--- src/rtl/cfg_rb_pkg.sv ---
package cfg_rb_pkg;

   typedef enum logic [2:0] {
      ST_IDLE,
      ST_PRE,
      ST_READ,
      ST_POST,
      ST_WAIT
   } seq_st_e;

   localparam logic [31:0] W_PAD      = 32'hFFFF_FFFF;
   localparam logic [31:0] W_WID_SYNC = 32'h0000_00BB;
   localparam logic [31:0] W_WID_DET  = 32'h1122_0044;
   localparam logic [31:0] W_SYNC     = 32'hAA99_5566;
   localparam logic [31:0] W_NOOP     = 32'h2000_0000;
   localparam logic [31:0] H_CMD_WR   = 32'h3000_8001;
   localparam logic [31:0] H_ADDR_WR  = 32'h3000_2001;
   localparam logic [31:0] H_DATA_RD  = 32'h2800_6000;
   localparam logic [31:0] H_LONG_RD  = 32'h4800_0000;

   localparam logic [31:0] OP_SHUT    = 32'h0000_000B;
   localparam logic [31:0] OP_CRCRST  = 32'h0000_0007;
   localparam logic [31:0] OP_RDCFG   = 32'h0000_0004;
   localparam logic [31:0] OP_START   = 32'h0000_0005;
   localparam logic [31:0] OP_DESYNC  = 32'h0000_000D;

   localparam int PRE_WORDS   = 56;
   localparam int POST_WORDS  = 11;
   localparam int IDX_W       = $clog2(PRE_WORDS);
   localparam int COUNT_BITS  = 27;

endpackage

--- src/rtl/cfg_rb_script.sv ---
module cfg_rb_script
   import cfg_rb_pkg::*;
#(
   parameter int          WORDS_PER_FRAME = 4,
   parameter int          FRAMES          = 2,
   parameter logic [31:0] FRAME_ADDR      = 32'h0
) (
   input  logic             post_i,
   input  logic             fill_i,
   input  logic [IDX_W-1:0] idx_i,
   output logic [31:0]      word_o
);
   localparam int          READ_WORDS = WORDS_PER_FRAME * (FRAMES + 1) + 1;
   localparam logic [31:0] READ_CNT   = READ_WORDS;
   localparam logic [31:0] LONG_HDR   = H_LONG_RD | {5'd0, READ_CNT[COUNT_BITS-1:0]};

   logic [31:0] pre_w;
   logic [31:0] post_w;

   always_comb begin
      case (idx_i)
         6'd0:    pre_w = W_PAD;
         6'd1:    pre_w = W_WID_SYNC;
         6'd2:    pre_w = W_WID_DET;
         6'd3:    pre_w = W_PAD;
         6'd4:    pre_w = W_SYNC;
         6'd6:    pre_w = H_CMD_WR;
         6'd7:    pre_w = OP_SHUT;
         6'd9:    pre_w = H_CMD_WR;
         6'd10:   pre_w = OP_CRCRST;
         6'd17:   pre_w = H_CMD_WR;
         6'd18:   pre_w = OP_RDCFG;
         6'd20:   pre_w = H_ADDR_WR;
         6'd21:   pre_w = FRAME_ADDR;
         6'd22:   pre_w = H_DATA_RD;
         6'd23:   pre_w = LONG_HDR;
         default: pre_w = W_NOOP;
      endcase
   end

   always_comb begin
      case (idx_i)
         6'd1, 6'd4, 6'd7: post_w = H_CMD_WR;
         6'd2:             post_w = OP_START;
         6'd5:             post_w = OP_CRCRST;
         6'd8:             post_w = OP_DESYNC;
         default:          post_w = W_NOOP;
      endcase
   end

   assign word_o = fill_i ? W_NOOP : (post_i ? post_w : pre_w);

endmodule

--- src/rtl/cfg_rb_serializer.sv ---
module cfg_rb_serializer #(
   parameter bit MSB_FIRST = 1'b1
) (
   input  logic [31:0] word_i,
   input  logic [1:0]  sel_i,
   output logic [7:0]  byte_o
);
   generate
      if (MSB_FIRST) begin : g_msb
         assign byte_o = word_i[8*(3-sel_i) +: 8];
      end else begin : g_lsb
         assign byte_o = word_i[8*sel_i +: 8];
      end
   endgenerate
endmodule

--- src/rtl/cfg_rb_capture.sv ---
module cfg_rb_capture #(
   parameter int WORDS_PER_FRAME = 4,
   parameter int FRAMES          = 2,
   parameter bit MSB_FIRST       = 1'b1
) (
   input  logic        clk,
   input  logic        rst_n,
   input  logic        clr_i,
   input  logic        en_i,
   input  logic [7:0]  byte_i,
   output logic        valid_o,
   output logic [31:0] data_o,
   output logic        fin_o
);
   localparam int READ_WORDS = WORDS_PER_FRAME * (FRAMES + 1) + 1;
   localparam int CW         = $clog2(READ_WORDS + 1);
   localparam int KEEP_LO    = WORDS_PER_FRAME;
   localparam int KEEP_HI    = WORDS_PER_FRAME * (FRAMES + 1);

   logic [CW-1:0] rd_cnt;
   logic [1:0]    bcnt;
   logic [31:0]   sh;
   logic [31:0]   sh_nx;
   logic          word_end;

   generate
      if (MSB_FIRST) begin : g_msb
         assign sh_nx = {sh[23:0], byte_i};
      end else begin : g_lsb
         assign sh_nx = {byte_i, sh[31:8]};
      end
   endgenerate

   assign word_end = en_i && (bcnt == 2'd3);
   assign fin_o    = word_end && (rd_cnt == CW'(READ_WORDS - 1));

   always_ff @(posedge clk or negedge rst_n) begin
      if (!rst_n) begin
         rd_cnt  <= '0;
         bcnt    <= '0;
         sh      <= '0;
         data_o  <= '0;
         valid_o <= 1'b0;
      end else if (clr_i) begin
         rd_cnt  <= '0;
         bcnt    <= '0;
         valid_o <= 1'b0;
      end else begin
         valid_o <= 1'b0;
         if (en_i) begin
            sh   <= sh_nx;
            bcnt <= bcnt + 2'd1;
            if (word_end) begin
               data_o  <= sh_nx;
               valid_o <= (rd_cnt >= CW'(KEEP_LO)) && (rd_cnt < CW'(KEEP_HI));
               rd_cnt  <= rd_cnt + 1'b1;
            end
         end
      end
   end
endmodule

--- src/rtl/cfg_readback_seq.sv ---
module cfg_readback_seq
   import cfg_rb_pkg::*;
#(
   parameter int          WORDS_PER_FRAME = 4,
   parameter int          FRAMES          = 2,
   parameter logic [31:0] FRAME_ADDR      = 32'h0,
   parameter int          DONE_TIMEOUT    = 64,
   parameter bit          MSB_FIRST       = 1'b1
) (
   input  logic        clk,
   input  logic        rst_n,
   input  logic        start_i,
   output logic        cs_n_o,
   output logic        rdwr_o,
   output logic        bus_oe_o,
   output logic [7:0]  bus_o,
   input  logic [7:0]  bus_i,
   input  logic        busy_i,
   input  logic        dev_done_i,
   output logic        word_valid_o,
   output logic [31:0] word_data_o,
   output logic        seq_done_o,
   output logic        timeout_o
);
   localparam int TW = $clog2(DONE_TIMEOUT + 1);

   generate
      if (WORDS_PER_FRAME < 1 || FRAMES < 1) begin : g_bad_size
         $error("cfg_readback_seq: frame size and count must be at least 1");
      end
      if (WORDS_PER_FRAME * (FRAMES + 1) + 1 >= (1 << COUNT_BITS)) begin : g_bad_count
         $error("cfg_readback_seq: read length does not fit the count field");
      end
      if (DONE_TIMEOUT < 1) begin : g_bad_to
         $error("cfg_readback_seq: DONE_TIMEOUT must be at least 1");
      end
   endgenerate

   seq_st_e          st;
   logic [IDX_W-1:0] widx;
   logic [1:0]       bidx;
   logic [TW-1:0]    to_cnt;
   logic             go;
   logic             cap_en;
   logic             cap_fin;
   logic [31:0]      cur_word;
   logic             word_last_byte;

   assign go             = (st == ST_IDLE) && start_i;
   assign cap_en         = (st == ST_READ) && !busy_i;
   assign word_last_byte = (bidx == 2'd3);

   cfg_rb_script #(
      .WORDS_PER_FRAME (WORDS_PER_FRAME),
      .FRAMES          (FRAMES),
      .FRAME_ADDR      (FRAME_ADDR)
   ) u_script (
      .post_i (st == ST_POST),
      .fill_i (st == ST_WAIT),
      .idx_i  (widx),
      .word_o (cur_word)
   );

   cfg_rb_serializer #(
      .MSB_FIRST (MSB_FIRST)
   ) u_ser (
      .word_i (cur_word),
      .sel_i  (bidx),
      .byte_o (bus_o)
   );

   cfg_rb_capture #(
      .WORDS_PER_FRAME (WORDS_PER_FRAME),
      .FRAMES          (FRAMES),
      .MSB_FIRST       (MSB_FIRST)
   ) u_cap (
      .clk     (clk),
      .rst_n   (rst_n),
      .clr_i   (go),
      .en_i    (cap_en),
      .byte_i  (bus_i),
      .valid_o (word_valid_o),
      .data_o  (word_data_o),
      .fin_o   (cap_fin)
   );

   always_ff @(posedge clk or negedge rst_n) begin
      if (!rst_n) begin
         st         <= ST_IDLE;
         widx       <= '0;
         bidx       <= '0;
         to_cnt     <= '0;
         seq_done_o <= 1'b0;
         timeout_o  <= 1'b0;
      end else begin
         seq_done_o <= 1'b0;
         unique case (st)
            ST_IDLE: begin
               if (start_i) begin
                  st        <= ST_PRE;
                  widx      <= '0;
                  bidx      <= '0;
                  timeout_o <= 1'b0;
               end
            end
            ST_PRE: begin
               bidx <= bidx + 2'd1;
               if (word_last_byte) begin
                  if (widx == IDX_W'(PRE_WORDS - 1)) begin
                     st   <= ST_READ;
                     widx <= '0;
                  end else begin
                     widx <= widx + 1'b1;
                  end
               end
            end
            ST_READ: begin
               if (cap_fin) begin
                  st   <= ST_POST;
                  widx <= '0;
                  bidx <= '0;
               end
            end
            ST_POST: begin
               bidx <= bidx + 2'd1;
               if (word_last_byte) begin
                  if (widx == IDX_W'(POST_WORDS - 1)) begin
                     st     <= ST_WAIT;
                     widx   <= '0;
                     to_cnt <= '0;
                  end else begin
                     widx <= widx + 1'b1;
                  end
               end
            end
            ST_WAIT: begin
               bidx <= bidx + 2'd1;
               if (dev_done_i) begin
                  st         <= ST_IDLE;
                  seq_done_o <= 1'b1;
               end else if (to_cnt == TW'(DONE_TIMEOUT - 1)) begin
                  st         <= ST_IDLE;
                  seq_done_o <= 1'b1;
                  timeout_o  <= 1'b1;
               end else begin
                  to_cnt <= to_cnt + 1'b1;
               end
            end
            default: st <= ST_IDLE;
         endcase
      end
   end

   assign cs_n_o   = (st == ST_IDLE);
   assign rdwr_o   = (st == ST_READ);
   assign bus_oe_o = (st == ST_PRE) || (st == ST_POST) || (st == ST_WAIT);

endmodule

--- config.mk ---
export PLATFORM = sky130hd
export DESIGN_NAME = cfg_readback_seq
export DESIGN_NICKNAME = d
export VERILOG_FILES = /design/src/rtl/cfg_rb_pkg.sv /design/src/rtl/cfg_rb_script.sv /design/src/rtl/cfg_rb_serializer.sv /design/src/rtl/cfg_rb_capture.sv /design/src/rtl/cfg_readback_seq.sv
export SDC_FILE = /design/constraint.sdc
export NUM_CORES = 1
export LEC_CHECK = 0
export ABC_CLOCK_PERIOD_IN_PS = 2430
export BUFFER_PORTS_ARGS = -buffer_cell sky130_fd_sc_hd__clkbuf_2
export CORE_ASPECT_RATIO = 1.75
export CORE_MARGIN = 2
export CORE_UTILIZATION = 35
export CTS_CLUSTER_DIAMETER = 150
export DETAILED_ROUTE_END_ITERATION = 10
export PLACE_DENSITY = 0.52
export SYNTH_ARGS = -nofsm -noshare
export SYNTH_HDL_FRONTEND = slang
export SYNTH_SLANG_ARGS = --single-unit
--- constraint.sdc ---
create_clock -name clk -period 2.43 [get_ports clk]
set_input_delay 0.486 -clock clk [delete_from_list [all_inputs] [get_ports clk]]
set_output_delay 0.486 -clock clk [all_outputs]
set_load 0.02 [all_outputs]
# Yosys cells after proc, flatten, opt, wreduce, memory -nomap -nowiden
# Memories as Yosys holds them, arrays and structs flattened.
# Cells that the tools add are included.
# word_totals
ff_bits	83
rom_bits	1024
inputBits	13
output_inout_bits	46
wordCells	116
memories	1
# mem_list
name	depth	word_bits	rd	rd_clocked_by_memory_dff	wr	line_no	rtl
(no name shown)	32	32	1	0	0	cfg_rb_script.sv:21	case (idx_i)
# op_classes
add_sub_neg	6
magnitude_cmp	2
n_eq_ne	26
n_shift	1
muxes	43
bitwise	1
n_reduce_logical	25
# op_table
cell	count
$pmux W30 S4	1
$mux W32	3
$mux W6	6
$shiftx A32 B33 Y8	1
$mux W7	4
$mux W3	8
$pmux W6 S4	1
$eq A6 B3 Y1 const B	3
$ne A2 B2 Y1 const B	8
$pmux W3 S5	1
$pmux W7 S2	1
$eq A6 B4 Y1 const B	2
$mux W4	3
$reduce_and A5 Y1	2
$mux W1	9
$mux W2	4
$reduce_bool A2 Y1	4
$add A7 B1 Y7 const B	1
$eq A7 B6 Y1 const B	1
$reduce_and A7 Y1	1
$add A6 B1 Y6 const B	1
$eq A3 B2 Y1 const B	2
$eq A6 B1 Y1 const B	1
$eq A6 B2 Y1 const B	1
other kinds (25)	35

# Depth between registers and ports, before layout
# Gate-level depths: netlist (run 1).
# depth
word_depth	6
mapped_depth	9
ltp_nobuf	7

# By module
# From an unflattened synthesis (run 1), not the netlist that was laid out.
# hier_totals
cells_unflattened	427
hier_area_um2	4800.9
# modules_own_cells
module	n_inst	cells_each	area_each_um2	seq_area_each_um2
cfg_rb_capture	1	154	2573.7	1576.5
cfg_readback_seq	1	132	1189.9	500.5
cfg_rb_script	1	131	840.8	0.0
cfg_rb_serializer	1	10	196.4	0.0

# Worst setup path after synthesis (run 1)
# No wires, ideal clock.
# synth_path
kind	reg-to-output
startpoint	reg widx[1]
endpoint	out bus_o[6]
arrival_time_ns	2.325
required_ns	1.944
path_slack_ns	-0.381
path_stages_with_launch	9
path_buffers	1
cell_sequence	dfrtp_1 > clkbuf_1 > inv_1 > ha_1 > or3_1 > o21ai_0 > a22o_1 > a21oi_1 > nor4_1
# synth_via
elab_chain_len	5
# synth_lines
item	line_no	rtl
start, declared	cfg_readback_seq.sv:40	logic [IDX_W-1:0] widx;
start signal, assigned	cfg_readback_seq.sv:113	widx <= widx + 1'b1;
start signal, assigned	cfg_readback_seq.sv:132	widx <= widx + 1'b1;
$mem_v2 Z32 W32	--	
$mux W32	cfg_rb_script.sv:21	
$mux W32 (2 in a row)	cfg_rb_script.sv:51	assign word_o = fill_i ? W_NOOP : (post_i ? post_w : pre_w);
$shiftx A32 B33 Y8	cfg_rb_serializer.sv:10	assign byte_o = word_i[8*(3-sel_i) +: 8];
end, declared	cfg_readback_seq.sv:16	output logic [7:0] bus_o,
# Every way passes these cells.

# Final worst setup path (run 1)
# layout_path
startpoint	reg widx[2]
endpoint	out bus_o[5]
# layout_via
elab_chain_len	6
word_cells_on_any_way	13
classes_between	eq/ne: 6; shift: 1; mux: 4; reduce/logical: 1; memory: 1
# layout_lines
item	line_no
branches (longest 3 deep; another with $mem_v2 Z32 W32)	--
$mux W32 (*) (2 in a row)	cfg_rb_script.sv:51
$shiftx A32 B33 Y8 (*)	cfg_rb_serializer.sv:10
# Mark *: on every way between the ends.

==> metrics.json, run 1 <==
{
  "status": {
    "status": "complete, but fails checks",
    "violations": "setup timing"
  },
  "pwr": {
    "p_sw_mw": 2.342,
    "comb_power_share_pct": 54.4,
    "internal_power_mw": 3.785,
    "ir_drop_mv": 0.4446,
    "pwr-share-clk_pct": 20.0,
    "leakagePower_nw": 2.849,
    "p_seq_share_pct": 25.6,
    "sw_frac_of_total_pct": 38.22,
    "power.density_mw_per_mm2": 1056
  },
  "synthesis": {
    "yosys.area_share.simple_pct": 21.62,
    "synth-seq-area-share_pct": 45.95,
    "synth.most_common_cell": "sky130_fd_sc_hd__nand2_1",
    "netlist_top_cells_area": "sky130_fd_sc_hd__dfrtp_1 46%, sky130_fd_sc_hd__nand2_1 9.3%, sky130_fd_sc_hd__mux2_2 7.2%, sky130_fd_sc_hd__ha_1 3.3%, sky130_fd_sc_hd__nor2_1 2.9%",
    "yosysWarningCount": 0,
    "synthCells": 477,
    "synthTopCellsByCount": "112 x sky130_fd_sc_hd__nand2_1, 83 x sky130_fd_sc_hd__dfrtp_1, 35 x sky130_fd_sc_hd__nor2_1",
    "synth_top_area_share_pct": 45.95,
    "post_synth_mux_area_share_pct": 8.995,
    "netlist_area_before_placement_mm2": 0.004521,
    "post_synth.cell_area_avg_um2": 9.477,
    "synthFlopType": "sky130_fd_sc_hd__dfrtp_1",
    "synth.ff_latch_count": 83,
    "synth_area_in_adders_pct": 3.321,
    "synth.distinct_cells": 64,
    "synthArstFlopShare_pct": 100.0,
    "synth_enable_flop_cells": 0,
    "synth_fp_nets": 502,
    "synth_top_family_by_area": "simple AND/OR/NAND/NOR gates",
    "synth_xor_area_share_pct": 1.937,
    "synth_compound_area_share_pct": 12.98,
    "synth_area_leader_cell": "sky130_fd_sc_hd__dfrtp_1"
  },
  "grt": {
    "grt_first_pass_wirelength_mm": 19.84,
    "grt_max_degree": 36,
    "met2_usage_pct": 34.45,
    "grt_use_total_pct": 17.83,
    "first_global_vias": 3942,
    "met1_usage_pct": 18.49,
    "grt_antenna_before_repair": 0,
    "met3_usage_pct": 2.533,
    "gr-total-overflow": 0,
    "busiest_layer": "met2"
  },
  "timing": {
    "final_max_slew_viol_count": 0,
    "fin_skew_ns": 0.005869,
    "fin_setup_tns_ns": -2.192,
    "hold_ws_ns": 0.07801,
    "worst_slew_slack_as_a_fraction_of_its_limit_pct": 67.88,
    "finalWorstPathRequiredPeriod_ns": 2.811,
    "maximum_frequency_from_static_timing_analysis_mhz": 355.8,
    "finalHoldViolCount": 0,
    "final.period_utilization_pct": 115.7,
    "final-setup-viol-count": 8,
    "tightest_slew_ns": 0.4752,
    "rsz_0062_raised_after_global_routing": "yes",
    "postLayoutSetupSlackWorst_ns": -0.3809
  },
  "clocking": {
    "cts.hold.buffers_added": 0,
    "clkSinkCount": 83,
    "max-clock-path-buffers": 2,
    "insertion_delay_to_the_later_sink_of_the_worst_skew_pair_ns": 0.33,
    "cts.clk_slew.worst_paths_ns": 0.06,
    "cts_max_level": 3,
    "cts_root_buf": "sky130_fd_sc_hd__clkbuf_16",
    "cts-buffers-inserted": 9,
    "tritoncts_clock_tree": "done"
  },
  "critical_path": {
    "cp_data_required_time_ns": 1.94,
    "worstSetupEndpointType": "output pin",
    "start_kind": "flip-flop",
    "maximum_fanout_along_the_worst_path": 5,
    "critical_path_class": "reg -> out",
    "cp.arrival_ns": 2.32
  },
  "placement": {
    "dpl_cell_area_mm2": 0.005259,
    "globalplace.congestion": 0.8408,
    "buffer_ports.inserted": 58,
    "hpwl_mm": 8.957
  },
  "floorplan": {
    "die_height_um": 154.3,
    "design.core.area_mm2": 0.01280,
    "chipWidth_um": 89.91,
    "area_of_the_die_mm2": 0.01388,
    "placement_rows": 55,
    "ios": 59,
    "initial_utilization_pct": 35.32
  },
  "detailed_routing": {
    "drt_drc_violations_left": 0,
    "detail_route.vias_per_cell": 5.115,
    "drt.antenna.violating_nets": 0,
    "post_drt_wl_per_cell_um": 16.23,
    "drt_first_pass_iters": 4,
    "starting_drc_count_in_detailed_routing": 117,
    "postRouteWirelength_mm": 11.99,
    "route.vias.total": 3780
  },
  "job": {
    "drv.max_cap_violation_count": 0
  },
  "cells_and_area": {
    "areaGrowthSynthToFinish_pct": 28.31,
    "layout.nets": 589,
    "post_route_cells_drive_above_1_share_pct": 36.09,
    "finalInstanceArea_mm2": 0.005801,
    "diodes": 0
  },
  "worst_hold_path": {
    "min_delay_path_class": "in -> async"
  }
}
per-layer routing:
| layer | wire length (µm) | share of wire, % |
|---|---|---|
| met5 | 0 | 0 |
| met2 | 6740 | 56 |
| met3 | 296 | 2.5 |
| met4 | 486 | 4.1 |
| met1 | 4470 | 37 |
sequential cells by signal, indices dropped and copies added, names as in the netlist:
register       flops
u_cap.valid_o      1
st                 3
to_cnt             7
u_cap.data_o      32
timeout_o          1
u_cap.bcnt         2
bidx               2
seq_done_o         1
widx               6
u_cap.sh          24
u_cap.rd_cnt       4
critical path: stages (launching register included):
cell	delay, ns
sky130_fd_sc_hd__dfrtp_1	0.42
sky130_fd_sc_hd__buf_4	0.18
sky130_fd_sc_hd__or3_1	0.45
sky130_fd_sc_hd__o21ai_1	0.34
sky130_fd_sc_hd__a22oi_1	0.18
sky130_fd_sc_hd__o221a_2	0.30
sky130_fd_sc_hd__buf_8	0.13
stage by stage:
step                      util, %  setup WS (ns)  total power, mW  instances
after floorplan                 -        0.01460            3.254        477
after global placement      41.09        -0.3152            4.230        719
after detailed placement    41.09        -0.3991            4.231        719
after CTS                   44.54        -0.3540            5.914        738
after global routing        45.32        -0.4816            6.473        739
final                       45.32        -0.3809            6.127        739
cells in the final DEF, fill, tap and decap left out, drive strengths merged, types with 3 or more instances in the layout:
cell,synthesis,routed
nor2,37,37
nor3,10,10
clkinv,0,3
o22ai,3,3
mux2,29,29
o211ai,4,4
or3,5,5
a21oi,17,17
mux2i,8,8
nor2b,6,6
a221oi,4,4
or2,4,4
o31ai,4,4
nand4,5,5
nand2b,4,4
a22o,9,9
clkbuf,13,64
a21o,5,5
a31oi,4,4
o21ai,11,11
inv,12,12
buf,20,55
xor2,7,7
o21a,3,3
a211oi,3,3
nand2,113,113
dfrtp,83,83
ha,12,12
and2,3,3
xnor2,3,3
nand3,8,8
cells by family after synthesis:
family                   Yosys count
AO/OA/AOI/OAI                     81
XOR/XNOR                          10
adder cells (fa/ha/maj)           12
buffers and inverters             45
flip-flops                        83
multiplexers                      37
AND/OR/NAND/NOR                  209
worst paths after layout:
kind / startpoint / to / slack, ns / cells after the start
max in group asynchronous: rst_n / widx[3]$_DFFE_PN0P_ / 1.69 / 2
min reg2reg: u_cap.sh[23]$_DFFE_PN0P_ / u_cap.data_o[31]$_DFFE_PN0P_ / 0.47 / 2
min in group clk: bus_i[7] / u_cap.data_o[7]$_DFFE_PN0P_ / 0.36 / 3
max reg2reg: widx[2]$_DFFE_PN0P_ / widx[5]$_DFFE_PN0P_ / 0.40 / 7
min: rst_n / u_cap.data_o[25]$_DFFE_PN0P_ / 0.08 / 1
max: widx[2]$_DFFE_PN0P_ / bus_o[5] / -0.38 / 6
cell type report:
class | instances | area, µm²
fill | 1278 | 6999
multi-input combinational | 349 | 2425
sequential | 83 | 2079
timing repair buffer | 109 | 762.0
clock buffer | 10 | 229.0
tap | 171 | 214.0
inverter | 12 | 50.05
clock inverter | 5 | 41.29
timing repair:
| item | 4_1_cts | 5_1_grt |
|---|---|---|
| buffers inserted | 4 | 2 |
| resized for setup | 36 | 23 |
| pin swaps | 10 | 4 |
| setup endpoints to repair | 8 | 8 |
power groups by stage:
stage / clock network [mW] / registers, mW / logic (mW)
2_1_floorplan: 0 / 1.51 / 1.74
5_1_grt: 1.33 / 1.58 / 3.56
3_5_place_dp: 0 / 1.56 / 2.67
6_report: 1.22 / 1.57 / 3.33
3_3_place_gp: 0 / 1.56 / 2.67
4_1_cts: 1.27 / 1.56 / 3.09
Note: power is estimated with default switching activity, not from simulation.
==> inputs of run 2 (changes only) <==
--- a/config.mk
+++ b/config.mk
@@ -5,7 +5,7 @@
 export SDC_FILE = /design/constraint.sdc
 export NUM_CORES = 1
 export LEC_CHECK = 0
-export ABC_CLOCK_PERIOD_IN_PS = 2430
+export ABC_CLOCK_PERIOD_IN_PS = 2500
 export BUFFER_PORTS_ARGS = -buffer_cell sky130_fd_sc_hd__clkbuf_2
 export CORE_ASPECT_RATIO = 1.75
 export CORE_MARGIN = 2
==> constraint.sdc (replaced) <==
create_clock -name clk -period 2.5 [get_ports clk]
set_input_delay 0.5 -clock clk [delete_from_list [all_inputs] [get_ports clk]]
set_output_delay 0.5 -clock clk [all_outputs]
set_load 0.02 [all_outputs]
==> run 2 against run 1 <==
The flow still finishes with violations (setup timing). Design area fell by 0.82%. Register-to-register slack improved by 0.14 ns. Wire length fell by 1.1%. Clock power about the same. Flip-flop and latch count is the same. Largest power group unchanged.
==> metrics.json, run 2 (synthesized netlist as in run 1, its figures left out) <==
{
  "status": {
    "status": {"value": "complete, but fails checks", "change": "unchanged"},
    "violations": {"value": "setup timing", "change": "unchanged"}
  },
  "grt": {
    "grt_use_total": {"value": 17.76, "unit": "%", "change": "was 17.83%"},
    "gr-total-overflow": {"value": 0, "change": "unchanged"},
    "grt_antenna_before_repair": {"value": 0, "change": "unchanged"},
    "first_global_vias": {"value": 3965, "change": "was 3942"},
    "grt_first_pass_wirelength": {"value": 19.95, "unit": "mm", "change": "was 19.84 mm"},
    "grt_max_degree": {"value": 43, "change": "was 36"}
  },
  "pwr": {
    "ir_drop": {"value": 0.4673, "unit": "mV", "change": "was 0.4446 mV"},
    "p_sw": {"value": 2.259, "unit": "mW", "change": "was 2.342 mW"},
    "pwr-share-clk": {"value": 21.2, "unit": "%", "change": "was 20.0%"},
    "power.density": {"value": 1014, "unit": "mW/mm²", "change": "was 1056 mW/mm²"},
    "internal_power": {"value": 3.574, "unit": "mW", "change": "was 3.785 mW"},
    "sw_frac_of_total": {"value": 38.73, "unit": "%", "change": "was 38.22%"},
    "p_seq_share": {"value": 26.1, "unit": "%", "change": "was 25.6%"},
    "leakagePower": {"value": 2.801, "unit": "nW", "change": "was 2.849 nW"},
    "comb_power_share": {"value": 52.7, "unit": "%", "change": "was 54.4%"}
  },
  "clocking": {
    "clkSinkCount": {"value": 83, "change": "unchanged"},
    "cts_max_level": {"value": 3, "change": "unchanged"},
    "cts.clk_slew.worst_paths": {"value": 0.07, "unit": "ns", "change": "was 0.06 ns"},
    "max-clock-path-buffers": {"value": 2, "change": "unchanged"},
    "tritoncts_clock_tree": {"value": "done", "change": "unchanged"},
    "cts.hold.buffers_added": {"value": 0, "change": "unchanged"},
    "insertion_delay_to_the_later_sink_of_the_worst_skew_pair": {"value": 0.34, "unit": "ns", "change": "was 0.33 ns"},
    "cts-buffers-inserted": {"value": 9, "change": "unchanged"},
    "cts_root_buf": {"value": "sky130_fd_sc_hd__clkbuf_16", "change": "unchanged"}
  },
  "cells_and_area": {
    "largest_registers": {"value": "u_cap.data_o: 32 flops, u_cap.sh: 24 flops, to_cnt: 7 flops", "change": "unchanged"},
    "diodes": {"value": 0, "change": "unchanged"},
    "areaGrowthSynthToFinish": {"value": 27.26, "unit": "%", "change": "was 28.31%"},
    "post_route_cells_drive_above_1_share": {"value": 36.14, "unit": "%", "change": "was 36.09%"},
    "largest_register_ff_count": {"value": 32, "change": "unchanged"},
    "multi_input_comb_area": {"value": 0.002446, "unit": "mm²", "change": "was 0.002425 mm²"},
    "layout_commonest_cell": {"value": "sky130_fd_sc_hd__nand2_1", "change": "unchanged"},
    "fill_cells": {"value": 1265, "change": "was 1278"},
    "layout.area.seq": {"value": 0.002083, "unit": "mm²", "change": "was 0.002079 mm²"},
    "layout.nets": {"value": 579, "change": "was 589"},
    "finalInstanceArea": {"value": 0.005753, "unit": "mm²", "change": "was 0.005801 mm²"},
    "layout_common_cells": {"value": "111 x sky130_fd_sc_hd__nand2_1, 78 x sky130_fd_sc_hd__dfrtp_1, 49 x sky130_fd_sc_hd__clkbuf_2", "change": "was 112 x sky130_fd_sc_hd__nand2_1, 81 x sky130_fd_sc_hd__dfrtp_1, 50 x sky130_fd_sc_hd__clkbuf_2"},
    "largest_register": {"value": "u_cap.data_o", "change": "unchanged"}
  },
  "critical_path": {
    "rr_worst_depth": {"value": 6, "change": "was 7"},
    "crit_slowest_cell": {"value": "sky130_fd_sc_hd__dfrtp_2", "change": "was sky130_fd_sc_hd__or3_1"},
    "cpPeakStageDelay": {"value": 0.45, "unit": "ns", "change": "about the same"},
    "timing.rr.start": {"value": "widx[2]$_DFFE_PN0P_", "change": "unchanged"},
    "start_kind": {"value": "flip-flop", "change": "unchanged"},
    "critical-path-top-delay-family": {"value": "compound AO/OA/AOI/OAI gates", "change": "unchanged"},
    "worstSetupEndpointType": {"value": "output pin", "change": "unchanged"},
    "maximum_fanout_along_the_worst_path": {"value": 8, "change": "was 5"},
    "critical_path_class": {"value": "reg -> out", "change": "unchanged"},
    "critical_path.n_buffers_inverters": {"value": 2, "change": "unchanged"},
    "cp_data_required_time": {"value": 2.00, "unit": "ns", "change": "was 1.94 ns"},
    "worst-r2r-setup-slack": {"value": 0.54, "unit": "ns", "change": "was 0.40 ns"},
    "cp.arrival": {"value": 2.27, "unit": "ns", "change": "was 2.32 ns"},
    "cp_cell_sequence": {"value": "ha_4, buf_4, mux2_2, a31oi_1, o31ai_1, a22oi_1, o221a_2, clkbuf_8", "change": "was buf_4, or3_1, o21ai_1, a22oi_1, o221a_2, buf_8"},
    "worstReg2RegEnd": {"value": "widx[3]$_DFFE_PN0P_", "change": "was widx[5]$_DFFE_PN0P_"}
  },
  "timing": {
    "maximum_frequency_from_static_timing_analysis_mhz": 361.0,
    "fin_skew": {"value": 0.01300, "unit": "ns", "change": "was 0.005869 ns"},
    "worst_slew_slack_as_a_fraction_of_its_limit": {"value": 62.79, "unit": "%", "change": "was 67.88%"},
    "postLayoutSetupSlackWorst": {"value": -0.2700, "unit": "ns", "change": "was -0.3809 ns"},
    "tightest_slew": {"value": 0.5581, "unit": "ns", "change": "was 0.4752 ns"},
    "final.period_utilization_pct": 110.8,
    "rsz_0062_raised_after_global_routing": {"value": "yes", "change": "unchanged"},
    "final_max_slew_viol_count": {"value": 0, "change": "unchanged"},
    "hold_ws": {"value": 0.1469, "unit": "ns", "change": "was 0.07801 ns"},
    "finalWorstPathRequiredPeriod_ns": 2.770,
    "finalHoldViolCount": {"value": 0, "change": "unchanged"},
    "final-setup-viol-count": {"value": 8, "change": "unchanged"}
  },
  "detailed_routing": {
    "drt.antenna.violating_nets": {"value": 0, "change": "unchanged"},
    "route.vias.total": {"value": 3731, "change": "was 3780"},
    "drt_first_pass_iters": {"value": 4, "change": "unchanged"},
    "post_drt_wl_per_cell": {"value": 16.24, "unit": "µm", "change": "was 16.23 µm"},
    "starting_drc_count_in_detailed_routing": {"value": 96, "change": "was 117"},
    "drt_drc_violations_left": {"value": 0, "change": "unchanged"},
    "postRouteWirelength": {"value": 11.86, "unit": "mm", "change": "was 11.99 mm"},
    "detail_route.vias_per_cell": {"value": 5.111, "change": "was 5.115"}
  },
  "job": {
    "drv.max_cap_violation_count": {"value": 0, "change": "unchanged"}
  },
  "floorplan": {
    "ios": {"value": 59, "change": "unchanged"},
    "placement_rows": {"value": 55, "change": "unchanged"},
    "area_of_the_die": {"value": 0.01388, "unit": "mm²", "change": "unchanged"},
    "design.core.area": {"value": 0.01280, "unit": "mm²", "change": "unchanged"},
    "die_height": {"value": 154.3, "unit": "µm", "change": "unchanged"},
    "chipWidth": {"value": 89.91, "unit": "µm", "change": "unchanged"},
    "initial_utilization": {"value": 35.32, "unit": "%", "change": "unchanged"}
  },
  "placement": {
    "dpl_cell_area": {"value": 0.005170, "unit": "mm²", "change": "was 0.005259 mm²"},
    "buffer_ports.inserted": {"value": 58, "change": "unchanged"},
    "hpwl": {"value": 8.838, "unit": "mm", "change": "was 8.957 mm"},
    "globalplace.congestion": {"value": 0.8744, "change": "was 0.8408"},
    "dpl_worst_slack": {"value": -0.01982, "unit": "ns", "change": "was -0.3991 ns"}
  },
  "worst_hold_path": {
    "min_delay_path_class": {"value": "in -> async", "change": "unchanged"}
  }
}
## run 2: cell count changes in the layout (fill, tap and decap cells not counted), moves of 2 or more
cell	before	now
sky130_fd_sc_hd__ha_1	8	6
sky130_fd_sc_hd__dfrtp_2	2	5
sky130_fd_sc_hd__a21oi_1	12	14
sky130_fd_sc_hd__clkinv_4	3	1
sky130_fd_sc_hd__nor2_2	1	3
sky130_fd_sc_hd__o31ai_1	4	2
sky130_fd_sc_hd__a21oi_2	5	2
sky130_fd_sc_hd__clkbuf_4	0	3
sky130_fd_sc_hd__o31ai_2	0	2
sky130_fd_sc_hd__buf_4	49	38
sky130_fd_sc_hd__dfrtp_1	81	78
## run 2: per-layer routing
metal	track usage [%]	vias up	wire, µm
li1	-	1796	-
met1	18.68	1835	4482
met2	34.09	74	6600
met3	2.143	26	292
met4	9.524	0	481
met5	0	-	0
## run 2: final cells by class
class                      count  area share [%]
multi-input combinational    349           42.52
sequential                    83           36.21
timing repair buffer          99           11.85
clock buffer                  10           3.980
tap                          171           3.719
inverter                      12          0.8699
clock inverter                 6          0.8482
## run 2: worst max path at each step
stage | start | to | depth (start not counted)
2_1_floorplan | widx[1]$_DFFE_PN0P_ | bus_o[6] | 8
3_3_place_gp | widx[1]$_DFFE_PN0P_ | bus_o[2] | 7
3_5_place_dp | widx[1]$_DFFE_PN0P_ | bus_o[5] | 8
4_1_cts | widx[1]$_DFFE_PN0P_ | bus_o[5] | 9
5_1_grt | widx[1]$_DFFE_PN0P_ | bus_o[5] | 8
6_report | widx[1]$_DFFE_PN0P_ | bus_o[5] | 8
## run 2: power by group through the flow
stage / Sequential [mW] / Combinational, mW / Clock, mW
floorplan: 1.47 / 1.65 / 0
global placement: 1.52 / 2.43 / 0
detailed placement: 1.52 / 2.43 / 0
CTS: 1.52 / 2.96 / 1.27
global route: 1.54 / 3.28 / 1.32
finish: 1.52 / 3.07 / 1.24
## run 2: metrics by stage
step                      setup TNS, ns  util (%)  total power, mW  cells
after floorplan                       0         -            3.121    477
after global placement        -0.006188     40.39            3.951    710
after detailed placement       -0.02788     40.39            3.957    710
after CTS                        -1.426     44.57            5.749    730
after global routing             -1.999     44.95            6.139    730
final                            -1.194     44.95            5.833    730
## run 2: repair_timing
action                                  4_1_cts  5_1_grt
buffers inserted                              5        2
gates resized for setup                      56       13
endpoints found under the hold margin         0        0
pin swaps                                    15        5
endpoints found under the setup margin        8        8
==> inputs of run 3 (changes only) <==
--- a/config.mk
+++ b/config.mk
@@ -11,6 +11,7 @@
 export CORE_MARGIN = 2
 export CORE_UTILIZATION = 35
 export CTS_CLUSTER_DIAMETER = 150
+export CTS_CLUSTER_SIZE = 10
 export DETAILED_ROUTE_END_ITERATION = 10
 export PLACE_DENSITY = 0.52
 export SYNTH_ARGS = -nofsm -noshare
==> constraint.sdc (replaced) <==
create_clock -name clk -period 2.5 [get_ports clk]
set_input_delay 0.125 -clock clk [delete_from_list [all_inputs] [get_ports clk]]
set_output_delay 0.125 -clock clk [all_outputs]
set_load 0.02 [all_outputs]
==> run 3 against run 2 <==
The run now ends clean. Sequential share of layout area rose by 1.3 points. Clock-buffer cell count rose by 3. Clock skew fell by 0.0021 ns. Clock power rose by 21%. Sequential power rose by 4%. Power fell by 5.9%. Largest cell class unchanged. Largest power group unchanged.
==> metrics.json, run 3 (synthesized netlist as in run 1, its figures left out) <==
{
  "critical_path": {
    "cp.arrival": {"value": 2.27, "unit": "ns", "change": "about the same"},
    "timing.critical_path.from": {"value": "widx[0]$_DFFE_PN0P_", "change": "was widx[1]$_DFFE_PN0P_"},
    "cp_data_required_time": {"value": 2.38, "unit": "ns", "change": "was 2.00 ns"},
    "start_kind": {"value": "flip-flop", "change": "unchanged"},
    "critical_path_class": {"value": "reg -> out", "change": "unchanged"},
    "worstSetupEndpointType": {"value": "output pin", "change": "unchanged"},
    "timing.rr.start": {"value": "st[2]$_DFFE_PN0P_", "change": "was widx[2]$_DFFE_PN0P_"},
    "maximum_fanout_along_the_worst_path": {"value": 7, "change": "was 8"}
  },
  "grt": {
    "grt_first_pass_wirelength": {"value": 19.56, "unit": "mm", "change": "was 19.95 mm"},
    "gr-total-overflow": {"value": 0, "change": "unchanged"},
    "grt_max_degree": {"value": 44, "change": "was 43"},
    "first_global_vias": {"value": 3926, "change": "was 3965"},
    "grt_antenna_before_repair": {"value": 0, "change": "unchanged"},
    "grt_use_total": {"value": 17.63, "unit": "%", "change": "was 17.76%"}
  },
  "timing": {
    "tightest_slew": {"value": 0.5688, "unit": "ns", "change": "was 0.5581 ns"},
    "final.period_utilization": {"value": 95.80, "unit": "%", "change": "was 110.8%"},
    "finalWorstPathRequiredPeriod": {"value": 2.395, "unit": "ns", "change": "was 2.770 ns"},
    "rsz_0062_raised_after_global_routing": {"value": "yes", "change": "unchanged"},
    "finalHoldViolCount": {"value": 0, "change": "unchanged"},
    "fin_skew": {"value": 0.01092, "unit": "ns", "change": "was 0.01300 ns"},
    "worst_slew_slack_as_a_fraction_of_its_limit": {"value": 62.08, "unit": "%", "change": "was 62.79%"},
    "final_max_slew_viol_count": {"value": 0, "change": "unchanged"},
    "final-setup-viol-count": {"value": 0, "change": "was 8"},
    "maximum_frequency_from_static_timing_analysis": {"value": 417.5, "unit": "MHz", "change": "was 361.0 MHz"}
  },
  "clocking": {
    "tritoncts_clock_tree": {"value": "done", "change": "unchanged"},
    "cts_max_level": {"value": 3, "change": "unchanged"},
    "cts-buffers-inserted": {"value": 9, "change": "unchanged"},
    "clkSinkCount": {"value": 83, "change": "unchanged"},
    "cts.clk_slew.worst_paths": {"value": 0.06, "unit": "ns", "change": "was 0.07 ns"},
    "cts_root_buf": {"value": "sky130_fd_sc_hd__clkbuf_16", "change": "unchanged"},
    "max-clock-path-buffers": {"value": 2, "change": "unchanged"},
    "insertion_delay_to_the_later_sink_of_the_worst_skew_pair": {"value": 0.34, "unit": "ns", "change": "about the same"}
  },
  "floorplan": {
    "initial_utilization": {"value": 35.32, "unit": "%", "change": "unchanged"},
    "area_of_the_die": {"value": 0.01388, "unit": "mm²", "change": "unchanged"},
    "design.core.area": {"value": 0.01280, "unit": "mm²", "change": "unchanged"},
    "chipWidth": {"value": 89.91, "unit": "µm", "change": "unchanged"},
    "placement_rows": {"value": 55, "change": "unchanged"},
    "ios": {"value": 59, "change": "unchanged"},
    "die_height": {"value": 154.3, "unit": "µm", "change": "unchanged"}
  },
  "placement": {
    "hpwl": {"value": 8.493, "unit": "mm", "change": "was 8.838 mm"},
    "buffer_ports.inserted": {"value": 58, "change": "unchanged"},
    "globalplace.congestion": {"value": 0.9412, "change": "was 0.8744"},
    "dpl_cell_area": {"value": 0.005001, "unit": "mm²", "change": "was 0.005170 mm²"}
  },
  "cells_and_area": {
    "post_route_cells_drive_above_1_share": {"value": 30.60, "unit": "%", "change": "was 36.14%"},
    "areaGrowthSynthToFinish": {"value": 22.89, "unit": "%", "change": "was 27.26%"},
    "largest_register": {"value": "u_cap.data_o", "change": "unchanged"},
    "finalInstanceArea": {"value": 0.005555, "unit": "mm²", "change": "was 0.005753 mm²"},
    "largest_register_ff_count": {"value": 32, "change": "unchanged"},
    "layout_common_cells": {"value": "112 x sky130_fd_sc_hd__nand2_1, 76 x sky130_fd_sc_hd__dfrtp_1, 55 x sky130_fd_sc_hd__clkbuf_2", "change": "was 111 x sky130_fd_sc_hd__nand2_1, 78 x sky130_fd_sc_hd__dfrtp_1, 49 x sky130_fd_sc_hd__clkbuf_2"},
    "largest_registers": {"value": "u_cap.data_o: 32 flops, u_cap.sh: 24 flops, to_cnt: 7 flops", "change": "unchanged"},
    "layout_commonest_cell": {"value": "sky130_fd_sc_hd__nand2_1", "change": "unchanged"},
    "diodes": {"value": 0, "change": "unchanged"},
    "layout.nets": {"value": 569, "change": "was 579"}
  },
  "status": {
    "status": {"value": "complete, no violations", "change": "was complete, but fails checks"}
  },
  "pwr": {
    "power.density": {"value": 988.5, "unit": "mW/mm²", "change": "was 1014 mW/mm²"},
    "leakagePower": {"value": 2.741, "unit": "nW", "change": "was 2.801 nW"},
    "report.power.total": {"value": 5.491, "unit": "mW", "change": "was 5.833 mW"},
    "ir_drop": {"value": 0.4875, "unit": "mV", "change": "was 0.4673 mV"}
  },
  "detailed_routing": {
    "drt_drc_violations_left": {"value": 0, "change": "unchanged"},
    "starting_drc_count_in_detailed_routing": {"value": 87, "change": "was 96"},
    "drt_first_pass_iters": {"value": 5, "change": "was 4"},
    "drt.antenna.violating_nets": {"value": 0, "change": "unchanged"},
    "route.vias.total": {"value": 3724, "change": "was 3731"},
    "post_drt_wl_per_cell": {"value": 16.13, "unit": "µm", "change": "was 16.24 µm"},
    "detail_route.vias_per_cell": {"value": 5.172, "change": "was 5.111"},
    "postRouteWirelength": {"value": 11.61, "unit": "mm", "change": "was 11.86 mm"}
  },
  "worst_hold_path": {
    "hold_path.startpoint": "bus_i[3]",
    "min_delay_path_class": {"value": "in -> reg", "change": "was in -> async"}
  },
  "job": {
    "drv.max_cap_violation_count": {"value": 0, "change": "unchanged"}
  }
}
==> run 3: cell count changes in the layout (fill, tap and decap cells not counted), moves of 3 or more <==
cell	before	now
sky130_fd_sc_hd__clkbuf_2	49	55
sky130_fd_sc_hd__buf_4	38	26
sky130_fd_sc_hd__buf_6	3	0
sky130_fd_sc_hd__dlygate4sd3_1	0	7
sky130_fd_sc_hd__o21ai_0	5	8
sky130_fd_sc_hd__clkbuf_4	3	0
sky130_fd_sc_hd__ha_1	6	9
==> run 3: area by class of cell <==
class,instances,area [µm²]
clock buffers,13,280.3
clock inverters,3,67.56
fillers,1310,7244
inverters,12,52.55
multi-input cells,349,2301
flip-flops and latches,83,2086
well taps,171,214.0
repair buffers,89,554.3
==> run 3: routing by layer <==
metal | GRT usage [%] | vias to the layer above | share of wire, %
met1 | 18.07 | 1830 | 37
met2 | 33.44 | 86 | 55
met5 | 0 | - | 0
li1 | - | 1779 | -
met4 | 9.817 | 0 | 4.4
met3 | 3.166 | 29 | 2.9
==> run 3: worst paths after layout <==
path | end | slack (ns) | cells past startpoint
setup / recovery | bus_o[5] | 0.10 | 8
hold / removal | u_cap.data_o[3]$_DFFE_PN0P_ | 0.01 | 3
setup reg to reg | to_cnt[0]$_DFFE_PN0P_ | 0.51 | 5
hold reg to reg | u_cap.data_o[26]$_DFFE_PN0P_ | 0.47 | 2
max in group asynchronous | u_cap.data_o[6]$_DFFE_PN0P_ | 1.44 | 3
min in group asynchronous | u_cap.sh[16]$_DFFE_PN0P_ | 0.33 | 2
==> run 3: critical path: stages, from the launching register on <==
cell                       delay, ns
sky130_fd_sc_hd__dfrtp_2        0.43
sky130_fd_sc_hd__inv_4          0.10
sky130_fd_sc_hd__ha_4           0.23
sky130_fd_sc_hd__or3_4          0.36
sky130_fd_sc_hd__a21oi_2        0.12
sky130_fd_sc_hd__a31oi_1        0.07
sky130_fd_sc_hd__o41ai_2        0.25
sky130_fd_sc_hd__o221a_2        0.24
sky130_fd_sc_hd__clkbuf_8       0.14
==> run 3: what timing repair did <==
| item | CTS | global route |
|---|---|---|
| pin swaps | 1 | 3 |
| resized for setup | 18 | 14 |
| setup endpoints to repair | 8 | 6 |
| buffers inserted | 4 | 0 |
| gates cloned | 0 | 0 |
| hold buffers | 7 | 0 |
| endpoints found under the hold margin | 47 | 0 |
==> run 3: metrics by stage <==
stage,std cells,hold slack (ns),util [%],setup WS [ns],setup TNS (ns)
2_1_floorplan,477,-0.1706,-,0.05035,0
3_3_place_gp,693,0.1680,39.07,0.1921,0
3_5_place_dp,693,0.1694,39.07,0.1136,0
4_1_cts,720,0.002839,43.05,-0.01878,-0.01878
5_1_grt,720,0.01781,43.40,-0.003968,-0.003968
6_report,720,0.01341,43.40,0.1049,0
==> run 3: power breakdown <==
part / internal (mW) / leakage (nW) / switching, mW
logic: 1.07 / 1.45 / 1.34
clock network: 0.984 / 0.168 / 0.516
registers: 1.41 / 1.13 / 0.169
total: 3.47 / 2.74 / 2.03
